## src/rtl/ext_irq_pkg.sv

```systemverilog
`timescale 1ns/1ps
package ext_irq_pkg;
    localparam int NUM_LINES = 7;
    localparam int NUM_SRC   = 6;
    localparam int NUM_IN    = 9;
    localparam int DATA_W    = 8;
    localparam int ADDR_W    = 3;
    localparam int POL_W     = 2;

    localparam logic [ADDR_W-1:0] A_LFLAG = 3'd0;
    localparam logic [ADDR_W-1:0] A_LEN   = 3'd1;
    localparam logic [ADDR_W-1:0] A_SFLAG = 3'd2;
    localparam logic [ADDR_W-1:0] A_SEN   = 3'd3;
    localparam logic [ADDR_W-1:0] A_POL   = 3'd4;

    // synchronizer input positions
    localparam int IN_DIOH = 0;
    localparam int IN_DIOL = 1;
    localparam int IN_FC0  = 2;
    localparam int IN_FC1  = 3;
    localparam int IN_MENG = 4;
    localparam int IN_PLL  = 5;
    localparam int IN_EEP  = 6;
    localparam int IN_XFER = 7;
    localparam int IN_RTC  = 8;

    // source flag positions
    localparam int S_FC0  = 0;
    localparam int S_FC1  = 1;
    localparam int S_PLLR = 2;
    localparam int S_PLLF = 3;
    localparam int S_XFER = 4;
    localparam int S_RTC  = 5;
endpackage

```

## src/rtl/irq_sync_edge.sv

```systemverilog
`timescale 1ns/1ps
module irq_sync_edge #(
    parameter int W = 1
) (
    input  logic         clk,
    input  logic         rst_n,
    input  logic [W-1:0] d_i,
    output logic [W-1:0] rise_o,
    output logic [W-1:0] fall_o
);
    logic [W-1:0] meta_q, sync_q, prev_q;

    for (genvar i = 0; i < W; i++) begin : g_bit
        always_ff @(posedge clk or negedge rst_n) begin
            if (!rst_n) begin
                meta_q[i] <= 1'b0;
                sync_q[i] <= 1'b0;
                prev_q[i] <= 1'b0;
            end else begin
                meta_q[i] <= d_i[i];
                sync_q[i] <= meta_q[i];
                prev_q[i] <= sync_q[i];
            end
        end
        assign rise_o[i] = sync_q[i] & ~prev_q[i];
        assign fall_o[i] = ~sync_q[i] & prev_q[i];
    end
endmodule

```

## src/rtl/irq_flag_bank.sv

```systemverilog
`timescale 1ns/1ps
module irq_flag_bank #(
    parameter int W = 1
) (
    input  logic         clk,
    input  logic         rst_n,
    input  logic [W-1:0] set_i,
    input  logic [W-1:0] clr_i,
    input  logic [W-1:0] hold_i,
    output logic [W-1:0] flags_o
);
    logic [W-1:0] flags_q;

    for (genvar i = 0; i < W; i++) begin : g_flag
        always_ff @(posedge clk or negedge rst_n) begin
            if (!rst_n)         flags_q[i] <= 1'b0;
            else if (set_i[i])  flags_q[i] <= 1'b1;
            else if (flags_q[i] && clr_i[i] && !hold_i[i])
                                flags_q[i] <= 1'b0;
        end
    end
    assign flags_o = flags_q;

    // a set always lands, even with a clear in the same cycle
    a_r12_set_wins: assert property (@(posedge clk) disable iff (!rst_n)
        1'b1 |=> ((flags_q & $past(set_i)) == $past(set_i)));

    // a flag only rises after a set request
    a_r8_no_spurious_set: assert property (@(posedge clk) disable iff (!rst_n)
        1'b1 |=> ((flags_q & ~$past(flags_q) & ~$past(set_i)) == '0));

    // a held flag survives a clear
    a_r11_hold_keeps: assert property (@(posedge clk) disable iff (!rst_n)
        1'b1 |=> (($past(flags_q) & $past(hold_i) & ~flags_q) == '0));

    // an unopposed clear takes effect
    a_r10_clear_works: assert property (@(posedge clk) disable iff (!rst_n)
        1'b1 |=> (($past(clr_i & ~set_i & ~hold_i) & flags_q) == '0));
endmodule

```

## src/rtl/ext_irq_hub.sv

```systemverilog
`timescale 1ns/1ps
module ext_irq_hub
    import ext_irq_pkg::*;
(
    input  logic              clk,
    input  logic              rst_n,
    input  logic              dio_hi_i,
    input  logic              dio_lo_i,
    input  logic              fcol0_i,
    input  logic              fcol1_i,
    input  logic              meng_busy_i,
    input  logic              pll_lock_i,
    input  logic              eep_busy_i,
    input  logic              xfer_busy_i,
    input  logic              rtc_sec_i,
    input  logic              wr_en_i,
    input  logic [ADDR_W-1:0] wr_addr_i,
    input  logic [DATA_W-1:0] wr_data_i,
    input  logic [ADDR_W-1:0] rd_addr_i,
    output logic [DATA_W-1:0] rd_data_o,
    output logic [NUM_LINES-1:0] irq_req_o
);
    logic [NUM_IN-1:0]    raw_in, rise, fall;
    logic [NUM_SRC-1:0]   src_evt, src_set, src_clr, src_flag, src_en_q;
    logic [NUM_LINES-1:0] line_set, line_clr, line_hold, line_flag, line_en_q;
    logic [POL_W-1:0]     pol_q;
    logic                 fc0_evt, fc1_evt, meng_evt;
    logic                 unused_bits;

    assign raw_in = {rtc_sec_i, xfer_busy_i, eep_busy_i, pll_lock_i,
                     meng_busy_i, fcol1_i, fcol0_i, dio_lo_i, dio_hi_i};

    irq_sync_edge #(.W(NUM_IN)) u_sync (
        .clk(clk), .rst_n(rst_n), .d_i(raw_in),
        .rise_o(rise), .fall_o(fall)
    );

    // programmable polarity: 1 = falling, 0 = rising
    assign fc0_evt  = pol_q[0] ? fall[IN_FC0]  : rise[IN_FC0];
    assign fc1_evt  = pol_q[0] ? fall[IN_FC1]  : rise[IN_FC1];
    assign meng_evt = pol_q[1] ? fall[IN_MENG] : rise[IN_MENG];

    always_comb begin
        src_evt         = '0;
        src_evt[S_FC0]  = fc0_evt;
        src_evt[S_FC1]  = fc1_evt;
        src_evt[S_PLLR] = rise[IN_PLL];
        src_evt[S_PLLF] = fall[IN_PLL];
        src_evt[S_XFER] = fall[IN_XFER];   // inverted, then rising detect
        src_evt[S_RTC]  = fall[IN_RTC];
    end
    assign src_set = src_evt & src_en_q;

    always_comb begin
        line_set    = '0;
        line_set[0] = rise[IN_DIOH];
        line_set[1] = rise[IN_DIOL];
        line_set[2] = src_set[S_FC0]  | src_set[S_FC1];
        line_set[3] = meng_evt;
        line_set[4] = src_set[S_PLLR] | src_set[S_PLLF];
        line_set[5] = fall[IN_EEP];        // inverted, then rising detect
        line_set[6] = src_set[S_XFER] | src_set[S_RTC];
    end

    always_comb begin
        line_hold    = '0;
        line_hold[2] = |(src_flag[S_FC1:S_FC0]   & src_en_q[S_FC1:S_FC0]);
        line_hold[4] = |(src_flag[S_PLLF:S_PLLR] & src_en_q[S_PLLF:S_PLLR]);
        line_hold[6] = |(src_flag[S_RTC:S_XFER]  & src_en_q[S_RTC:S_XFER]);
    end

    assign line_clr = (wr_en_i && wr_addr_i == A_LFLAG) ? wr_data_i[NUM_LINES-1:0] : '0;
    assign src_clr  = (wr_en_i && wr_addr_i == A_SFLAG) ? wr_data_i[NUM_SRC-1:0]   : '0;

    irq_flag_bank #(.W(NUM_LINES)) u_line_flags (
        .clk(clk), .rst_n(rst_n), .set_i(line_set), .clr_i(line_clr),
        .hold_i(line_hold), .flags_o(line_flag)
    );

    irq_flag_bank #(.W(NUM_SRC)) u_src_flags (
        .clk(clk), .rst_n(rst_n), .set_i(src_set), .clr_i(src_clr),
        .hold_i('0), .flags_o(src_flag)
    );

    always_ff @(posedge clk or negedge rst_n) begin
        if (!rst_n) begin
            line_en_q <= '0;
            src_en_q  <= '0;
            pol_q     <= '1;
        end else if (wr_en_i) begin
            unique case (wr_addr_i)
                A_LEN:   line_en_q <= wr_data_i[NUM_LINES-1:0];
                A_SEN:   src_en_q  <= wr_data_i[NUM_SRC-1:0];
                A_POL:   pol_q     <= wr_data_i[POL_W-1:0];
                default: ;
            endcase
        end
    end

    always_comb begin
        rd_data_o = '0;
        unique case (rd_addr_i)
            A_LFLAG: rd_data_o[NUM_LINES-1:0] = line_flag;
            A_LEN:   rd_data_o[NUM_LINES-1:0] = line_en_q;
            A_SFLAG: rd_data_o[NUM_SRC-1:0]   = src_flag;
            A_SEN:   rd_data_o[NUM_SRC-1:0]   = src_en_q;
            A_POL:   rd_data_o[POL_W-1:0]     = pol_q;
            default: rd_data_o = '0;
        endcase
    end

    assign irq_req_o = line_flag & line_en_q;
    assign unused_bits = ^wr_data_i[DATA_W-1:NUM_LINES];

    // a disabled source never raises its flag
    a_r8_src_gated: assert property (@(posedge clk) disable iff (!rst_n)
        1'b1 |=> ((src_flag & ~$past(src_flag) & ~$past(src_en_q)) == '0));

    // line 5 never rises after a rising edge of its input
    a_r4_eep_no_rise: assert property (@(posedge clk) disable iff (!rst_n)
        rise[IN_EEP] |=> !$rose(line_flag[5]));
endmodule

```

## config.mk

```make
export PLATFORM = sky130hd
export DESIGN_NAME = ext_irq_hub
export DESIGN_NICKNAME = d
export VERILOG_FILES = /design/src/rtl/ext_irq_pkg.sv /design/src/rtl/irq_sync_edge.sv /design/src/rtl/irq_flag_bank.sv /design/src/rtl/ext_irq_hub.sv
export SDC_FILE = /design/constraint.sdc
export NUM_CORES = 1
export LEC_CHECK = 0
export ABC_AREA = 1
export BUFFER_PORTS_ARGS = -buffer_cell sky130_fd_sc_hd__buf_2
export CAP_MARGIN = 15
export CORE_ASPECT_RATIO = 2
export CORE_MARGIN = 2
export CORE_UTILIZATION = 44
export CTS_CLUSTER_SIZE = 24
export DETAILED_ROUTE_END_ITERATION = 6
export HOLD_SLACK_MARGIN = 0.12
export PLACE_DENSITY = 0.69
export SYNTH_ARGS = -nofsm -noshare
export SYNTH_HDL_FRONTEND = slang
export SYNTH_HIERARCHICAL = 1
export SYNTH_SLANG_ARGS = --single-unit
export TNS_END_PERCENT = 100
```

## constraint.sdc

```tcl
create_clock -name clk -period 1.4 [get_ports clk]
set_clock_uncertainty 0.15 [all_clocks]
set_input_delay 0 -clock clk [delete_from_list [all_inputs] [get_ports clk]]
set_output_delay 0 -clock clk [all_outputs]
set_load 0.05 [all_outputs]
```

==> flow_metrics.py, run 1 <==
metrics = {
    "setup_path": {
        "start_kind": "flip-flop",
        "critPathMaxFanout": 2,
        "rrSetupSlack_ns": 0.04,
        "crit_type": "flip-flop to primary output",
        "cp.arrival_ns": 1.34,
        "cp.required_ns": 1.25,
        "cp-end-kind": "primary output",
    },
    "min_path": {
        "min_path_type": "primary input to flip-flop",
    },
    "detailed_routing": {
        "postRouteWirelength_microns": 5440,
        "drt_iter0_markers": 70,
        "vias": 2092,
        "drt-vias-per-instance": 4.68,
        "drc_errors": 0,
        "antenna_left": 0,
        "wire_per_inst_microns": 12.2,
        "first_pass_iters": 4,
    },
    "global_routing": {
        "antenna_found_initial": 0,
        "track_usage_pct": 19.1,
        "met3_usage_pct": 3.16,
        "grt_pass1_wl_microns": 9330,
        "grt_pass1_vias": 2073,
        "use_met2_pct": 33.3,
        "grt.met1_usage_pct": 22.4,
        "grt-busiest-layer": "met2",
        "grt_max_degree": 56,
        "overflow": 0,
    },
    "timing": {
        "fin_crit_ns": 1.49,
        "period_share_pct": 106,
        "final_max_slew_viol_count": 0,
        "timing.fmax_mhz": 673,
        "rsz0062_at_grt": "true",
        "worstMarginPinSlew_ns": 0.504,
        "hold_slack_ns": 0.0962,
        "layout_setup_ws_ns": -0.0862,
        "hold_viol": 0,
        "final-setup-viol-count": 2,
        "relSlewSlack_pct": 66.4,
    },
    "run_status": {
        "status": "complete, but fails checks",
        "violations": "setup timing",
    },
    "layout": {
        "multi_input_area_sq_um": 868,
        "nets": 412,
        "antenna_cells": 0,
        "drive_above_1_share_pct": 21.2,
        "fill_cells": 481,
        "fin_cells": 447,
        "final_util_pct": 59.7,
        "syn_to_final_growth_pct": 30.7,
        "seq_area_sq_um": 1380,
    },
    "run": {
        "drv_cap": 0,
    },
    "cts": {
        "clk_latency_ns": 0.32,
        "cts_tree": "done",
        "numCtsBuffers": 5,
        "root_buffer": "clkbuf_8",
        "clkTransAtPathRegs_ns": 0.09,
        "htreeDepth": 2,
        "cts.sinks": 55,
        "clk_path_buf_depth": 2,
    },
    "synth": {
        "synthCells": 299,
        "netlist_area_sq_um": 2500,
        "yosys_warnings": 6,
        "avgSynthCellArea_sq_um": 8.36,
    },
    "die": {
        "io_pins": 41,
        "die_x_microns": 57.3,
        "design.die.area_sq_um": 6340,
        "die_y_microns": 111,
        "core_sq_um": 5470,
        "start_util_pct": 45.7,
        "placementRows": 38,
    },
    "pwr": {
        "power_density_nw_per_um2": 1220,
        "ir_drop_mv": 1.11,
        "power.total_mw": 3.97,
        "p_leak_nw": 1.74,
    },
    "placed_design": {
        "port_buffers": 38,
        "gp_congestion": 0.851,
        "pre_cts_slack_ns": 0.125,
        "dp.cells": 404,
        "hpwl_microns": 3600,
    },
}
## layer usage
layer  wire length, microns  up-vias
met5                      0        -
met2                   2890       62
met4                    146        0
met1                   2120      954
met3                    279       11
li1                       -     1065
## through the flow
stage / TNS (ns) / instance area (sq um)
CTS: -0.168 / 3220
global placement: 0 / 2780
global route: -0.255 / 3270
floorplan: 0 / 2540
finish: -0.128 / 3270
detailed placement: 0 / 2780
## worst max-delay path: stages (launching register included)
cell and delay (ns):
dfstp_2 0.56, nand3_2 0.08, nand2_1 0.07, nor2_1 0.04, nand2_1 0.10, buf_6 0.17
## final timing paths
kind                             startpoint                      end  cells after the start
setup / recovery                   pol_q[1]             rd_data_o[1]                      5
hold / removal                 wr_addr_i[2]  u_line_flags/flags_o[6]                      7
setup reg to reg                src_en_q[5]              src_en_q[5]                      3
hold reg to reg            u_sync/meta_q[8]         u_sync/sync_q[8]                      0
max in group asynchronous             rst_n                 pol_q[0]                      4
min in group asynchronous             rst_n   u_src_flags/flags_o[2]                      4
## layout by cell type, fill, tap and decap left out, types with 3 or more instances in the layout
| master | instances |
|---|---|
| a22o_1 | 3 |
| buf_2 | 32 |
| buf_4 | 11 |
| clkbuf_4 | 3 |
| clkbuf_8 | 6 |
| conb_1 | 11 |
| dfrtp_1 | 53 |
| dlygate4sd3_1 | 27 |
| inv_1 | 62 |
| nand2_1 | 82 |
| nand3_1 | 16 |
| nand4_1 | 10 |
| nor2_1 | 35 |
| o21ai_2 | 13 |
## sequential cells by signal, indices dropped and copies added, names as in the netlist
name                  flops
line_en_q                 7
pol_q                     2
src_en_q                  6
u_line_flags/flags_o      7
u_src_flags/flags_o       6
u_sync/meta_q             9
u_sync/prev_q             9
u_sync/sync_q             9
## layout make-up
class	instances	share of cell area [%]
repair buffers	77	18.1
well taps	60	2.30
flip-flops and latches	55	42.2
clock inverters	2	1.07
inverters	63	7.24
clock buffers	6	2.53
multi-input cells	184	26.6
## what timing repair did
item | in CTS | in global routing
buffers inserted | 2 | 5
endpoints found under the hold margin | 92 | 0
resized for setup | 6 | 7
pin swaps | 1 | 0
endpoints found under the setup margin | 3 | 10
hold buffers | 28 | 0
## power breakdown
group | switching (mW) | leakage (nW) | internal [mW]
clock | 0.516 | 0.0612 | 0.579
sequential | 0.132 | 0.622 | 1.77
combinational | 0.601 | 1.06 | 0.376
Note: power is estimated with default switching activity, not from simulation.
==> run 2, diff against run 1 <==
- BUFFER_PORTS_ARGS: -buffer_cell sky130_fd_sc_hd__buf_2 -> default
- CAP_MARGIN: 15 -> 5
- DONT_BUFFER_PORTS: default -> 1
- GPL_TIMING_DRIVEN: default -> 1
- PLACE_DENSITY: 0.69 -> 0.63
==> flow_metrics.py, run 2 (synthesized netlist as in run 1, its figures left out) <==
metrics = {
    "detailed_routing": {
        "wire_per_inst_microns": 12.7,
        "drt-vias-per-instance": 4.73,
        "drc_errors": 0,
        "postRouteWirelength_microns": 5240,
        "first_pass_iters": 4,
        "drt_iter0_markers": 81,
        "antenna_left": 0,
        "vias": 1960,
    },
    "cts": {
        "cts.sinks": 55,
        "clkTransAtPathRegs_ns": 0.10,
        "cts_tree": "done",
        "cts_hold_buf": 34,
        "clk_latency_ns": 0.31,
        "root_buffer": "clkbuf_8",
        "numCtsBuffers": 5,
        "clk_path_buf_depth": 2,
        "htreeDepth": 2,
    },
    "min_path": {
        "min_path_type": "primary input to asynchronous set/reset pin",
    },
    "run": {
        "drv_cap": 0,
    },
    "global_routing": {
        "track_usage_pct": 18.6,
        "grt_pass1_vias": 2050,
        "grt_max_degree": 56,
        "grt_pass1_wl_microns": 9170,
        "antenna_found_initial": 0,
        "overflow": 0,
    },
    "placed_design": {
        "hpwl_microns": 3590,
        "gp_congestion": 0.824,
        "placed_area_sq_um": 2630,
        "pre_cts_slack_ns": 0.123,
        "dp.cells": 369,
        "port_buffers": 0,
    },
    "timing": {
        "worstMarginPinSlew_ns": 0.533,
        "layout_setup_ws_ns": -0.0551,
        "hold_slack_ns": -0.776,
        "hold_viol": 55,
        "rsz0062_at_grt": "true",
        "fin_crit_ns": 1.46,
        "final_max_slew_viol_count": 0,
        "final-setup-viol-count": 2,
        "relSlewSlack_pct": 64.3,
        "timing.fmax_mhz": 687,
        "period_share_pct": 104,
    },
    "layout": {
        "drive_above_1_share_pct": 12.7,
        "final_cell_mix": "83 x nand2_1, 62 x inv_1, 53 x dfrtp_1",
        "antenna_cells": 0,
        "reg_top3": "u_sync/meta_q (9), u_sync/prev_q (9), u_sync/sync_q (9)",
        "layout_commonest_cell": "nand2_1",
        "syn_to_final_growth_pct": 24.0,
        "fin_cells": 414,
        "nets": 379,
        "seq_area_sq_um": 1380,
        "multi_input_area_sq_um": 878,
        "final_area_sq_um": 3100,
        "fill_cells": 520,
    },
    "die": {
        "io_pins": 41,
        "start_util_pct": 45.7,
        "design.die.area_sq_um": 6340,
        "placementRows": 38,
        "core_sq_um": 5470,
        "die_x_microns": 57.3,
        "die_y_microns": 111,
    },
    "pwr": {
        "ir_drop_mv": 0.964,
        "p_leak_nw": 1.59,
        "power_density_nw_per_um2": 1180,
        "power.total_mw": 3.64,
    },
    "setup_path": {
        "crit_type": "flip-flop to primary output",
        "r2r-start": "line_en_q[6]",
        "critPathMaxFanout": 2,
        "cp.required_ns": 1.25,
        "rrSetupSlack_ns": 0.05,
        "cp.arrival_ns": 1.31,
        "r2r_end": "line_en_q[6]",
        "cp-end-kind": "primary output",
        "r2r_cells": 3,
        "start_kind": "flip-flop",
    },
    "run_status": {
        "violations": "hold timing, setup timing",
        "status": "complete, but fails checks",
    },
}
## run 2: area by class of cell
type,instances,area share (%)
sequential,55,44.5
multi-input combinational,184,28.3
timing repair buffer,44,14.2
inverter,63,7.63
tap,60,2.42
clock buffer,5,2.22
clock inverter,3,0.726
## run 2: worst max-delay path by stage
stage	slack [ns]	startpoint	end
floorplan	0.19	pol_q[0]	u_line_flags/flags_o[2]
global placement	0.16	pol_q[0]	u_line_flags/flags_o[2]
detailed placement	0.12	pol_q[0]	u_line_flags/flags_o[2]
CTS	-0.07	pol_q[0]	rd_data_o[0]
global route	-0.13	pol_q[0]	rd_data_o[0]
finish	-0.06	pol_q[0]	rd_data_o[0]
## run 2: metal layers
layer  track usage [%]  up-vias  routed length, microns
met5                 0        -                       0
met4              8.84        0                     138
met3              4.45       14                     220
met2              32.3       44                    2880
met1              20.6      904                    2010
li1                  -      998                       -
## run 2: what timing repair did
action                                  4_1_cts  5_1_grt
pin swaps                                     2        1
endpoints found under the setup margin        2        9
buffers inserted                              3        0
resized for setup                             1        5
endpoints found under the hold margin        92       55
## run 2: report_power, final
group | switching, mW | internal, mW
logic | 0.532 | 0.317
registers | 0.132 | 1.77
clock network | 0.536 | 0.360
## run 2: metrics by stage
stage	utilization [%]	setup TNS, ns
CTS	56.5	-0.131
detailed placement	48.1	0
floorplan	-	0
global placement	48.1	0
global route	56.7	-0.223
finish	56.7	-0.0932
## run 2: worst max-delay path: stages, from the launching register on
cell	delay [ns]
dfstp_2	0.56
nand3_2	0.07
nand2_1	0.08
nor2_1	0.04
nand2_1	0.10
buf_12	0.15
==> run 3, diff against run 2 <==
- CORE_UTILIZATION: 44 -> 58
- CTS_BUF_LIST: default -> sky130_fd_sc_hd__clkbuf_4
- PLACE_DENSITY: 0.63 -> 0.78
==> flow_metrics.py, run 3 (synthesized netlist as in run 1, its figures left out) <==
metrics = {
    "run_status": {
        "status": "complete, but fails checks",
        "violations": "setup timing",
    },
    "detailed_routing": {
        "antenna_left": 0,
        "drc_errors": 0,
        "vias": 2043,
        "drt_iter0_markers": 43,
        "first_pass_iters": 4,
        "postRouteWirelength_microns": 5380,
        "wire_per_inst_microns": 12.9,
        "drt-vias-per-instance": 4.91,
    },
    "pwr": {
        "combPwrFrac_pct": 26.4,
        "switching_share_pct": 33.9,
        "seq_power_share_pct": 53.6,
        "ir_drop_mv": 1.03,
        "power.total_mw": 3.54,
        "clkPwrFrac_pct": 20.0,
        "p_int_mw": 2.34,
        "p_sw_mw": 1.20,
        "power_density_nw_per_um2": 1120,
        "p_leak_nw": 1.62,
    },
    "cts": {
        "cts.sinks": 55,
        "htreeDepth": 2,
        "numCtsBuffers": 5,
        "cts_tree": "done",
        "clk_latency_ns": 0.37,
        "root_buffer": "clkbuf_4",
        "clkTransAtPathRegs_ns": 0.15,
        "clk_path_buf_depth": 2,
    },
    "layout": {
        "nets": 389,
        "fill_cells": 317,
        "antenna_cells": 0,
        "multi_input_area_sq_um": 881,
        "seq_area_sq_um": 1380,
        "drive_above_1_share_pct": 14.3,
        "reg_top3": "u_sync/meta_q (9), u_sync/prev_q (9), u_sync/sync_q (9)",
        "syn_to_final_growth_pct": 26.4,
        "layout_commonest_cell": "nand2_1",
        "final_cell_mix": "82 x nand2_1, 61 x inv_1, 53 x dfrtp_1",
        "final_area_sq_um": 3160,
        "fin_cells": 416,
    },
    "die": {
        "placementRows": 33,
        "start_util_pct": 60.5,
        "die_x_microns": 50.4,
        "die_y_microns": 96.8,
        "core_sq_um": 4130,
        "io_pins": 41,
        "design.die.area_sq_um": 4880,
    },
    "global_routing": {
        "track_usage_pct": 24.9,
        "grt-busiest-layer": "met2",
        "grt_pass1_wl_microns": 9330,
        "met3_usage_pct": 4.32,
        "antenna_found_initial": 0,
        "use_met2_pct": 45.2,
        "grt.met1_usage_pct": 27.1,
        "grt_max_degree": 56,
        "overflow": 0,
        "grt_pass1_vias": 2116,
    },
    "timing": {
        "timing.fmax_mhz": 655,
        "worstMarginPinSlew_ns": 0.606,
        "final_max_slew_viol_count": 0,
        "layout_setup_ws_ns": -0.126,
        "setup_tns_ns": -0.226,
        "period_share_pct": 109,
        "relSlewSlack_pct": 59.4,
        "hold_viol": 0,
        "rsz0062_at_grt": "true",
        "final-setup-viol-count": 2,
        "fin_crit_ns": 1.53,
        "hold_slack_ns": 0.168,
    },
    "setup_path": {
        "cp.arrival_ns": 1.38,
        "rrSetupSlack_ns": 0.03,
        "r2r_cells": 3,
        "crit_type": "flip-flop to primary output",
        "cp-startpoint": "pol_q[1]",
        "cp.required_ns": 1.25,
        "endpoint": "rd_data_o[1]",
        "critPathMaxFanout": 2,
        "start_kind": "flip-flop",
        "cp-end-kind": "primary output",
        "r2r-start": "line_en_q[4]",
        "r2r_end": "line_en_q[4]",
    },
    "placed_design": {
        "gp_congestion": 0.874,
        "hpwl_microns": 3510,
        "placed_area_sq_um": 2590,
        "port_buffers": 0,
        "dp.cells": 361,
    },
    "run": {
        "drv_cap": 0,
    },
    "min_path": {
        "min_path_type": "primary input to primary output",
    },
}
[run 3: metrics by stage]
stage	worst slack (ns)	utilization (%)
after CTS	-0.122	74.8
after detailed placement	0.114	62.8
final	-0.126	76.5
after global placement	0.167	62.8
after floorplan	0.191	-
after global routing	-0.179	76.5
[run 3: worst min path at each step]
| stage | start | endpoint | depth (start not counted) | slack [ns] |
|---|---|---|---|---|
| final | rd_addr_i[0] | rd_data_o[5] | 3 | 0.17 |
| after detailed placement | rst_n | line_en_q[3] | 0 | -0.44 |
| after global placement | rst_n | line_en_q[3] | 0 | -0.44 |
| after floorplan | rst_n | line_en_q[0] | 0 | -0.45 |
| after global routing | rd_addr_i[0] | rd_data_o[6] | 3 | 0.20 |
| after CTS | wr_addr_i[0] | u_line_flags/flags_o[5] | 6 | 0.04 |
[run 3: cell type report]
cell class	instances	area share, %
sequential	55	43.6
inverter	63	7.48
clock inverter	2	0.515
multi-input combinational	184	27.9
clock buffer	6	1.43
tap	52	2.06
timing repair buffer	54	17.0
[run 3: power groups by stage]
stage          registers [mW]  logic [mW]  clock network, mW
3_5_place_dp             1.94       0.701                  0
4_1_cts                  1.91       0.867              0.737
2_1_floorplan            1.90       0.621                  0
6_report                 1.90       0.935              0.707
5_1_grt                  1.92        1.03              0.796
3_3_place_gp             1.93       0.685                  0
[run 3: repair_timing]
action                                 4_1_cts  5_1_grt
endpoints found under the hold margin       93        8
hold buffers                                38        3
setup buffers                                2        5
setup endpoints to repair                    3       11
gates resized for setup                      5        7
pin swaps                                    2        1
[run 3: routing by layer]
| metal | routed length (microns) | vias up | share of wire, % |
|---|---|---|---|
| li1 | - | 1016 | - |
| met1 | 1960 | 956 | 36 |
| met2 | 3030 | 60 | 56 |
| met3 | 272 | 11 | 5.1 |
| met4 | 113 | 0 | 2.1 |
| met5 | 0 | - | 0 |
[run 3: critical path, cell delays in order (launching register included)]
cell,delay [ns]
dfstp_2,0.57
nand3_2,0.08
nand2_1,0.08
nor2_1,0.04
nand2_1,0.08
buf_6,0.16
